## config.mk

```make
export PLATFORM = sky130hd
export DESIGN_NAME = fdc_regfront
export DESIGN_NICKNAME = d
export VERILOG_FILES = /design/src/rtl/fdc_regfront_pkg.sv /design/src/rtl/fdc_ctrl_reg.sv /design/src/rtl/fdc_reset_ctrl.sv /design/src/rtl/fdc_aux_regs.sv /design/src/rtl/fdc_rd_mux.sv /design/src/rtl/fdc_regfront.sv
export SDC_FILE = /design/constraint.sdc
export NUM_CORES = 1
export LEC_CHECK = 0
export BUFFER_PORTS_ARGS = -buffer_cell sky130_fd_sc_hd__buf_2
export CAP_MARGIN = 15
export CORE_ASPECT_RATIO = 1.25
export CORE_MARGIN = 1.5
export CORE_UTILIZATION = 46
export CTS_BUF_LIST = sky130_fd_sc_hd__clkbuf_16
export DETAILED_ROUTE_END_ITERATION = 10
export PLACE_DENSITY = 0.89
export REMOVE_ABC_BUFFERS = 1
export SKIP_CTS_REPAIR_TIMING = 1
export SLEW_MARGIN = 20
export SYNTH_ARGS = -nofsm -noshare
export SYNTH_HDL_FRONTEND = slang
export SYNTH_SLANG_ARGS = --single-unit
export TNS_END_PERCENT = 30
```

## constraint.sdc

```tcl
create_clock -name clk -period 2.2 [get_ports clk]
set_clock_uncertainty 0.15 [all_clocks]
set_input_delay 0.22 -clock clk [delete_from_list [all_inputs] [get_ports clk]]
set_output_delay 0.22 -clock clk [all_outputs]
set_load 0.02 [all_outputs]
```

## src/rtl/fdc_regfront_pkg.sv

```systemverilog
package fdc_regfront_pkg;
   localparam int ADDR_W = 3;
   localparam int BYTE_W = 8;

   localparam logic [ADDR_W-1:0] ADR_STAT_A = 3'd0;
   localparam logic [ADDR_W-1:0] ADR_CTRL   = 3'd2;
   localparam logic [ADDR_W-1:0] ADR_TAPE   = 3'd3;
   localparam logic [ADDR_W-1:0] ADR_MSRATE = 3'd4;
   localparam logic [ADDR_W-1:0] ADR_DATA   = 3'd5;

   // drive control register field positions
   localparam int CTRL_RUN_BIT = 2;
   localparam int CTRL_DMA_BIT = 3;
   localparam int CTRL_MOT_LSB = 4;

   // data rate register bits
   localparam int RATE_SWRST_BIT = 7;
   localparam int RATE_PWRDN_BIT = 6;

   // status bit positions
   localparam int MSR_RQM_BIT   = 7;
   localparam int STA_IRQ_BIT   = 7;
   localparam int STA_NODRV_BIT = 6;

   typedef struct packed {
      logic ctrl_wr;
      logic tape_wr;
      logic rate_wr;
      logic data_wr;
      logic msr_rd;
   } bus_evt_t;
endpackage

```

## src/rtl/fdc_ctrl_reg.sv

```systemverilog
module fdc_ctrl_reg
   import fdc_regfront_pkg::*;
#(
   parameter int DATA_W     = 8,
   parameter int NUM_DRIVES = 4
) (
   input  logic              clk,
   input  logic              rst_n,
   input  logic              dma_avail,
   input  logic              wr_en,
   input  logic [DATA_W-1:0] wdata,
   input  logic              force_run,
   input  logic              load_default,
   output logic [DATA_W-1:0] ctrl_q
);
   localparam int SEL_W = $clog2(NUM_DRIVES);

   generate
      if (SEL_W + 2 + NUM_DRIVES != DATA_W) begin : g_bad_layout
         $error("control register layout does not fill DATA_W");
      end
      if (CTRL_MOT_LSB != SEL_W + 2) begin : g_bad_motor_lsb
         $error("motor field position disagrees with select width");
      end
   endgenerate

   logic [DATA_W-1:0] dflt;

   always_comb begin
      dflt = '0;
      dflt[CTRL_RUN_BIT] = 1'b1;
      dflt[CTRL_DMA_BIT] = dma_avail;
   end

   always_ff @(posedge clk) begin
      if (!rst_n) begin
         ctrl_q <= dflt;
      end else if (load_default) begin
         ctrl_q <= dflt;
      end else if (wr_en) begin
         ctrl_q <= wdata;
      end else if (force_run) begin
         ctrl_q[CTRL_RUN_BIT] <= 1'b1;
      end
   end
endmodule

```

## src/rtl/fdc_reset_ctrl.sv

```systemverilog
module fdc_reset_ctrl (
   input  logic clk,
   input  logic rst_n,
   input  logic run_q,
   input  logic ctrl_wr,
   input  logic ctrl_run_wbit,
   input  logic rate_wr,
   input  logic swrst_wbit,
   input  logic pwrdn_wbit,
   input  logic msr_rd,
   input  logic irq_clr,
   output logic accept,
   output logic swrst_evt,
   output logic irq,
   output logic cmd_clear,
   output logic sleep
);
   logic run_rise;
   logic reset_evt;
   logic pwrdn_evt;

   always_comb begin
      accept    = run_q;
      run_rise  = ctrl_wr && !run_q && ctrl_run_wbit;
      swrst_evt = rate_wr && accept && swrst_wbit;
      pwrdn_evt = rate_wr && accept && pwrdn_wbit;
      reset_evt = run_rise || swrst_evt;
   end

   always_ff @(posedge clk) begin
      if (!rst_n) begin
         irq       <= 1'b0;
         cmd_clear <= 1'b0;
         sleep     <= 1'b0;
      end else begin
         cmd_clear <= reset_evt;
         if (reset_evt)
            irq <= 1'b1;
         else if (irq_clr)
            irq <= 1'b0;
         if (pwrdn_evt)
            sleep <= 1'b1;
         else if (reset_evt || msr_rd)
            sleep <= 1'b0;
      end
   end
endmodule

```

## src/rtl/fdc_aux_regs.sv

```systemverilog
module fdc_aux_regs #(
   parameter int DATA_W = 8,
   parameter int TAPE_W = 2,
   parameter int RATE_W = 2
) (
   input  logic              clk,
   input  logic              rst_n,
   input  logic              accept,
   input  logic              tape_wr,
   input  logic              rate_wr,
   input  logic              data_wr,
   input  logic [DATA_W-1:0] wdata,
   output logic [TAPE_W-1:0] tape_sel,
   output logic [RATE_W-1:0] rate_sel,
   output logic              fifo_wr,
   output logic [DATA_W-1:0] fifo_wdata
);
   generate
      if (TAPE_W > DATA_W || RATE_W > DATA_W - 2) begin : g_bad_field
         $error("auxiliary field wider than the bus allows");
      end
   endgenerate

   always_ff @(posedge clk) begin
      if (!rst_n) begin
         tape_sel   <= '0;
         rate_sel   <= '0;
         fifo_wr    <= 1'b0;
         fifo_wdata <= '0;
      end else begin
         fifo_wr <= data_wr && accept;
         if (data_wr && accept)
            fifo_wdata <= wdata;
         if (tape_wr && accept)
            tape_sel <= wdata[TAPE_W-1:0];
         if (rate_wr && accept)
            rate_sel <= wdata[RATE_W-1:0];
      end
   end
endmodule

```

## src/rtl/fdc_rd_mux.sv

```systemverilog
module fdc_rd_mux
   import fdc_regfront_pkg::*;
#(
   parameter int DATA_W = 8
) (
   input  logic [ADDR_W-1:0] addr,
   input  logic [DATA_W-1:0] ctrl_q,
   input  logic              irq,
   input  logic              second_drive_present,
   input  logic              xfer_busy,
   output logic [DATA_W-1:0] rdata
);
   always_comb begin
      rdata = '0;
      unique case (addr)
         ADR_STAT_A: begin
            rdata[STA_IRQ_BIT]   = irq;
            rdata[STA_NODRV_BIT] = !second_drive_present;
         end
         ADR_CTRL:   rdata = ctrl_q;
         ADR_MSRATE: rdata[MSR_RQM_BIT] = !xfer_busy;
         default:    rdata = '0;
      endcase
   end
endmodule

```

## src/rtl/fdc_regfront.sv

```systemverilog
module fdc_regfront
   import fdc_regfront_pkg::*;
#(
   parameter int NUM_DRIVES = 4,
   parameter int TAPE_W     = 2,
   parameter int RATE_W     = 2
) (
   input  logic                  clk,
   input  logic                  rst_n,
   input  logic [ADDR_W-1:0]     bus_addr,
   input  logic                  bus_rd,
   input  logic                  bus_wr,
   input  logic [BYTE_W-1:0]     bus_wdata,
   output logic [BYTE_W-1:0]     bus_rdata,
   input  logic                  second_drive_present,
   input  logic                  dma_avail,
   input  logic                  xfer_busy,
   input  logic                  irq_clr,
   output logic                  irq,
   output logic                  cmd_clear,
   output logic                  sleep,
   output logic [NUM_DRIVES-1:0] motor_en,
   output logic [TAPE_W-1:0]     tape_sel,
   output logic [RATE_W-1:0]     rate_sel,
   output logic                  fifo_wr,
   output logic [BYTE_W-1:0]     fifo_wdata
);
   bus_evt_t          evt;
   logic [BYTE_W-1:0] ctrl_q;
   logic              accept;
   logic              swrst_evt;

   always_comb begin
      evt.ctrl_wr = bus_wr && (bus_addr == ADR_CTRL);
      evt.tape_wr = bus_wr && (bus_addr == ADR_TAPE);
      evt.rate_wr = bus_wr && (bus_addr == ADR_MSRATE);
      evt.data_wr = bus_wr && (bus_addr == ADR_DATA);
      evt.msr_rd  = bus_rd && (bus_addr == ADR_MSRATE);
   end

   fdc_ctrl_reg #(.DATA_W(BYTE_W), .NUM_DRIVES(NUM_DRIVES)) u_ctrl (
      .clk          (clk),
      .rst_n        (rst_n),
      .dma_avail    (dma_avail),
      .wr_en        (evt.ctrl_wr),
      .wdata        (bus_wdata),
      .force_run    (evt.msr_rd),
      .load_default (swrst_evt),
      .ctrl_q       (ctrl_q)
   );

   fdc_reset_ctrl u_rst (
      .clk           (clk),
      .rst_n         (rst_n),
      .run_q         (ctrl_q[CTRL_RUN_BIT]),
      .ctrl_wr       (evt.ctrl_wr),
      .ctrl_run_wbit (bus_wdata[CTRL_RUN_BIT]),
      .rate_wr       (evt.rate_wr),
      .swrst_wbit    (bus_wdata[RATE_SWRST_BIT]),
      .pwrdn_wbit    (bus_wdata[RATE_PWRDN_BIT]),
      .msr_rd        (evt.msr_rd),
      .irq_clr       (irq_clr),
      .accept        (accept),
      .swrst_evt     (swrst_evt),
      .irq           (irq),
      .cmd_clear     (cmd_clear),
      .sleep         (sleep)
   );

   fdc_aux_regs #(.DATA_W(BYTE_W), .TAPE_W(TAPE_W), .RATE_W(RATE_W)) u_aux (
      .clk        (clk),
      .rst_n      (rst_n),
      .accept     (accept),
      .tape_wr    (evt.tape_wr),
      .rate_wr    (evt.rate_wr),
      .data_wr    (evt.data_wr),
      .wdata      (bus_wdata),
      .tape_sel   (tape_sel),
      .rate_sel   (rate_sel),
      .fifo_wr    (fifo_wr),
      .fifo_wdata (fifo_wdata)
   );

   fdc_rd_mux #(.DATA_W(BYTE_W)) u_mux (
      .addr                 (bus_addr),
      .ctrl_q               (ctrl_q),
      .irq                  (irq),
      .second_drive_present (second_drive_present),
      .xfer_busy            (xfer_busy),
      .rdata                (bus_rdata)
   );

   // motor pins follow the register for every drive, fitted or not
   generate
      for (genvar d = 0; d < NUM_DRIVES; d++) begin : g_motor
         assign motor_en[d] = ctrl_q[CTRL_MOT_LSB + d];
      end
   endgenerate
endmodule

```

==> results_dict.tcl <==
set metrics [dict create \
    io_buffers 46 \
    rsz0062_at_grt "false" \
    synth_common_cells "dfxtp_1 (23), a21oi_1 (19), nand3_1 (19), o21ai_0 (12), nand2_1 (9)" \
    clock-sinks 24 \
    arrival_ps 1590 \
    antenna_found_initial 0 \
    cts_made_buffers 3 \
    core.rowCount 19 \
    place.detailed.hpwl_um 2110 \
    period_needed_ps 1720 \
    cap_violations 0 \
    hp-class "in2reg" \
    power_density_mw_per_mm2 753 \
    hold_viol 0 \
    fillers 186 \
    area_growth_pct 26.9 \
    p_leak_nw 0.636 \
    p_seq_frac 0.421 \
    outcome "finished, final reports clean" \
    endpoint_kind "flip-flop" \
    vias 1125 \
    worst_pin_slew_ps 661 \
    worstSetupPathType "reg2reg" \
    drc 0 \
    nNetsFinal 192 \
    netlist_area_mm2 0.00113 \
    diodes 0 \
    clk_pin_slew_ps 60 \
    synthTopCellsByArea "dfxtp_1 (41%), a21oi_1 (8.4%), nand3_1 (8.4%)" \
    core_mm2 0.00226 \
    fin_util 0.633 \
    cts_tree "done" \
    p_clk_frac 0.476 \
    htreeDepth 1 \
    wire_per_inst_um 13.8 \
    grt_pass1_vias 983 \
    syn_inst 135 \
    crit_path_max_fanout 10 \
    totalWireLength_um 2810 \
    start_util 0.499 \
    netSwitchingFraction 0.211 \
    ys_types 30 \
    syn_area_per_cell_um2 8.34 \
    ys.flop_type "dfxtp_1" \
    yosysMostFrequentCell "dfxtp_1" \
    yosysSeqAreaShare 0.436 \
    slew_viol_final 0 \
    detail-route-antenna-nets 0 \
    critPathRequiredTime_ps 2060 \
    first_pass_iters 4 \
    die_w_um 47.3 \
    setup_viol 0 \
    die_y_um 58.3 \
    peakVddDrop_mv 0.502 \
    grt_pass1_wl_um 4240 \
    synth_top_cell_area_share 0.409 \
    synthArstFlopShare 0 \
    finalCritPeriodShare 0.783 \
    synth_edf_count 1 \
    synth_top_cell_by_area "dfxtp_1" \
    dieArea_mm2 0.00276 \
    clockBufferDepth 2 \
    drive_gt1_frac 0.320 \
    ios 47 \
    pwr-share-comb 0.103 \
    yosys_warnings 0 \
    slew_headroom 0.558 \
    gp_congestion 0.882 \
    grt-ovfl-total 0 \
    netSwitchingPower_uw 227 \
    max_freq_mhz 580 \
    track_usage 0.210 \
    cp-start-kind "flip-flop" \
    clock_latency_ps 250 \
    cts_root_buffer "clkbuf_16" \
    drtIter0Drc 47 \
    power.internal_uw 850 \
    ys_ff_latch 24 \
    grt_max_degree 16 \
    viasPerCell 5.54 \
    setup_tns_ps 0 \
]
[critical path, cell delays in order (launching register included)]
cell and delay, ps:
dfxtp_1 500, nand3_1 210, o21ai_4 290, mux2_4 330
[flip-flops by register name (all words and copies together), names as in the netlist]
name,flops
u_aux.rate_sel,2
u_aux.tape_sel,2
u_aux.fifo_wdata,8
u_rst.irq,1
u_rst.sleep,1
u_aux.fifo_wr,1
u_ctrl.ctrl_q,8
u_rst.cmd_clear,1
[per-stage QoR]
step	setup WS, ps	instances	instance area, um2	hold WS, ps	total power [mW]
detailed placement	375	199	1320	312	0.571
CTS	494	203	1430	80.9	1.07
global route	409	203	1430	93.9	1.11
floorplan	604	120	1040	188	0.518
global placement	421	199	1320	302	0.567
finish	477	203	1430	76.0	1.08
[layout make-up]
| cell class | instances | area [um2] | share of cell area |
|---|---|---|---|
| clock buffer | 3 | 75.1 | 0.0525 |
| clock inverter | 1 | 30.0 | 0.0210 |
| inverter | 2 | 7.51 | 0.00525 |
| multi-input combinational | 94 | 542 | 0.379 |
| sequential | 24 | 490 | 0.343 |
| tap | 31 | 38.8 | 0.0271 |
| timing repair buffer | 48 | 245 | 0.172 |
[power groups by stage]
stage	combinational (mW)	sequential [mW]	clock, mW
floorplan	0.0474	0.471	0
global placement	0.105	0.462	0
detailed placement	0.108	0.463	0
CTS	0.109	0.453	0.512
global route	0.120	0.454	0.537
finish	0.111	0.453	0.512
[cell usage in the layout, fill, tap and decap left out, drive strengths merged]
cell	n
buf	48
o22a	1
mux2i	1
o21a	1
nor3	2
o21ai	13
bufinv	1
o32ai	2
and3	1
edfxtp	1
nand4	2
nand3	19
o21bai	1
and2b	1
or3b	1
nand4bb	1
nand2b	3
nand2	9
inv	2
nor2b	2
a221oi	1
nor3b	2
nor2	3
dfxtp	23
a21oi	19
and2	8
clkbuf	3
mux2	1
[path summary, 6_finish.rpt]
kind / from / end / slack, ps / depth (start not counted)
setup / recovery: u_ctrl.ctrl_q[2] / u_ctrl.ctrl_q[3] / 480 / 3
hold / removal: bus_wdata[5] / u_aux.fifo_wdata[5] / 80 / 3
setup reg to reg: u_ctrl.ctrl_q[2] / u_ctrl.ctrl_q[3] / 480 / 3
hold reg to reg: u_ctrl.ctrl_q[1] / u_ctrl.ctrl_q[1] / 320 / 2
[cells by family (layout without fill, tap and decap cells)]
| group | count (synthesis) | in the layout | share of synthesized area |
|---|---|---|---|
| mux | 2 | 2 | 0.0222 |
| flops | 24 | 24 | 0.436 |
| compound gates | 38 | 38 | 0.197 |
| simple gates | 54 | 54 | 0.262 |
| buf+inv | 17 | 54 | 0.0833 |
[per-layer routing]
metal	GRT usage	share of wire
met1	0.238	0.39
met4	0.123	0.033
met5	0	0
met2	0.369	0.52
met3	0.00920	0.051
Note: power is estimated with default switching activity, not from simulation.
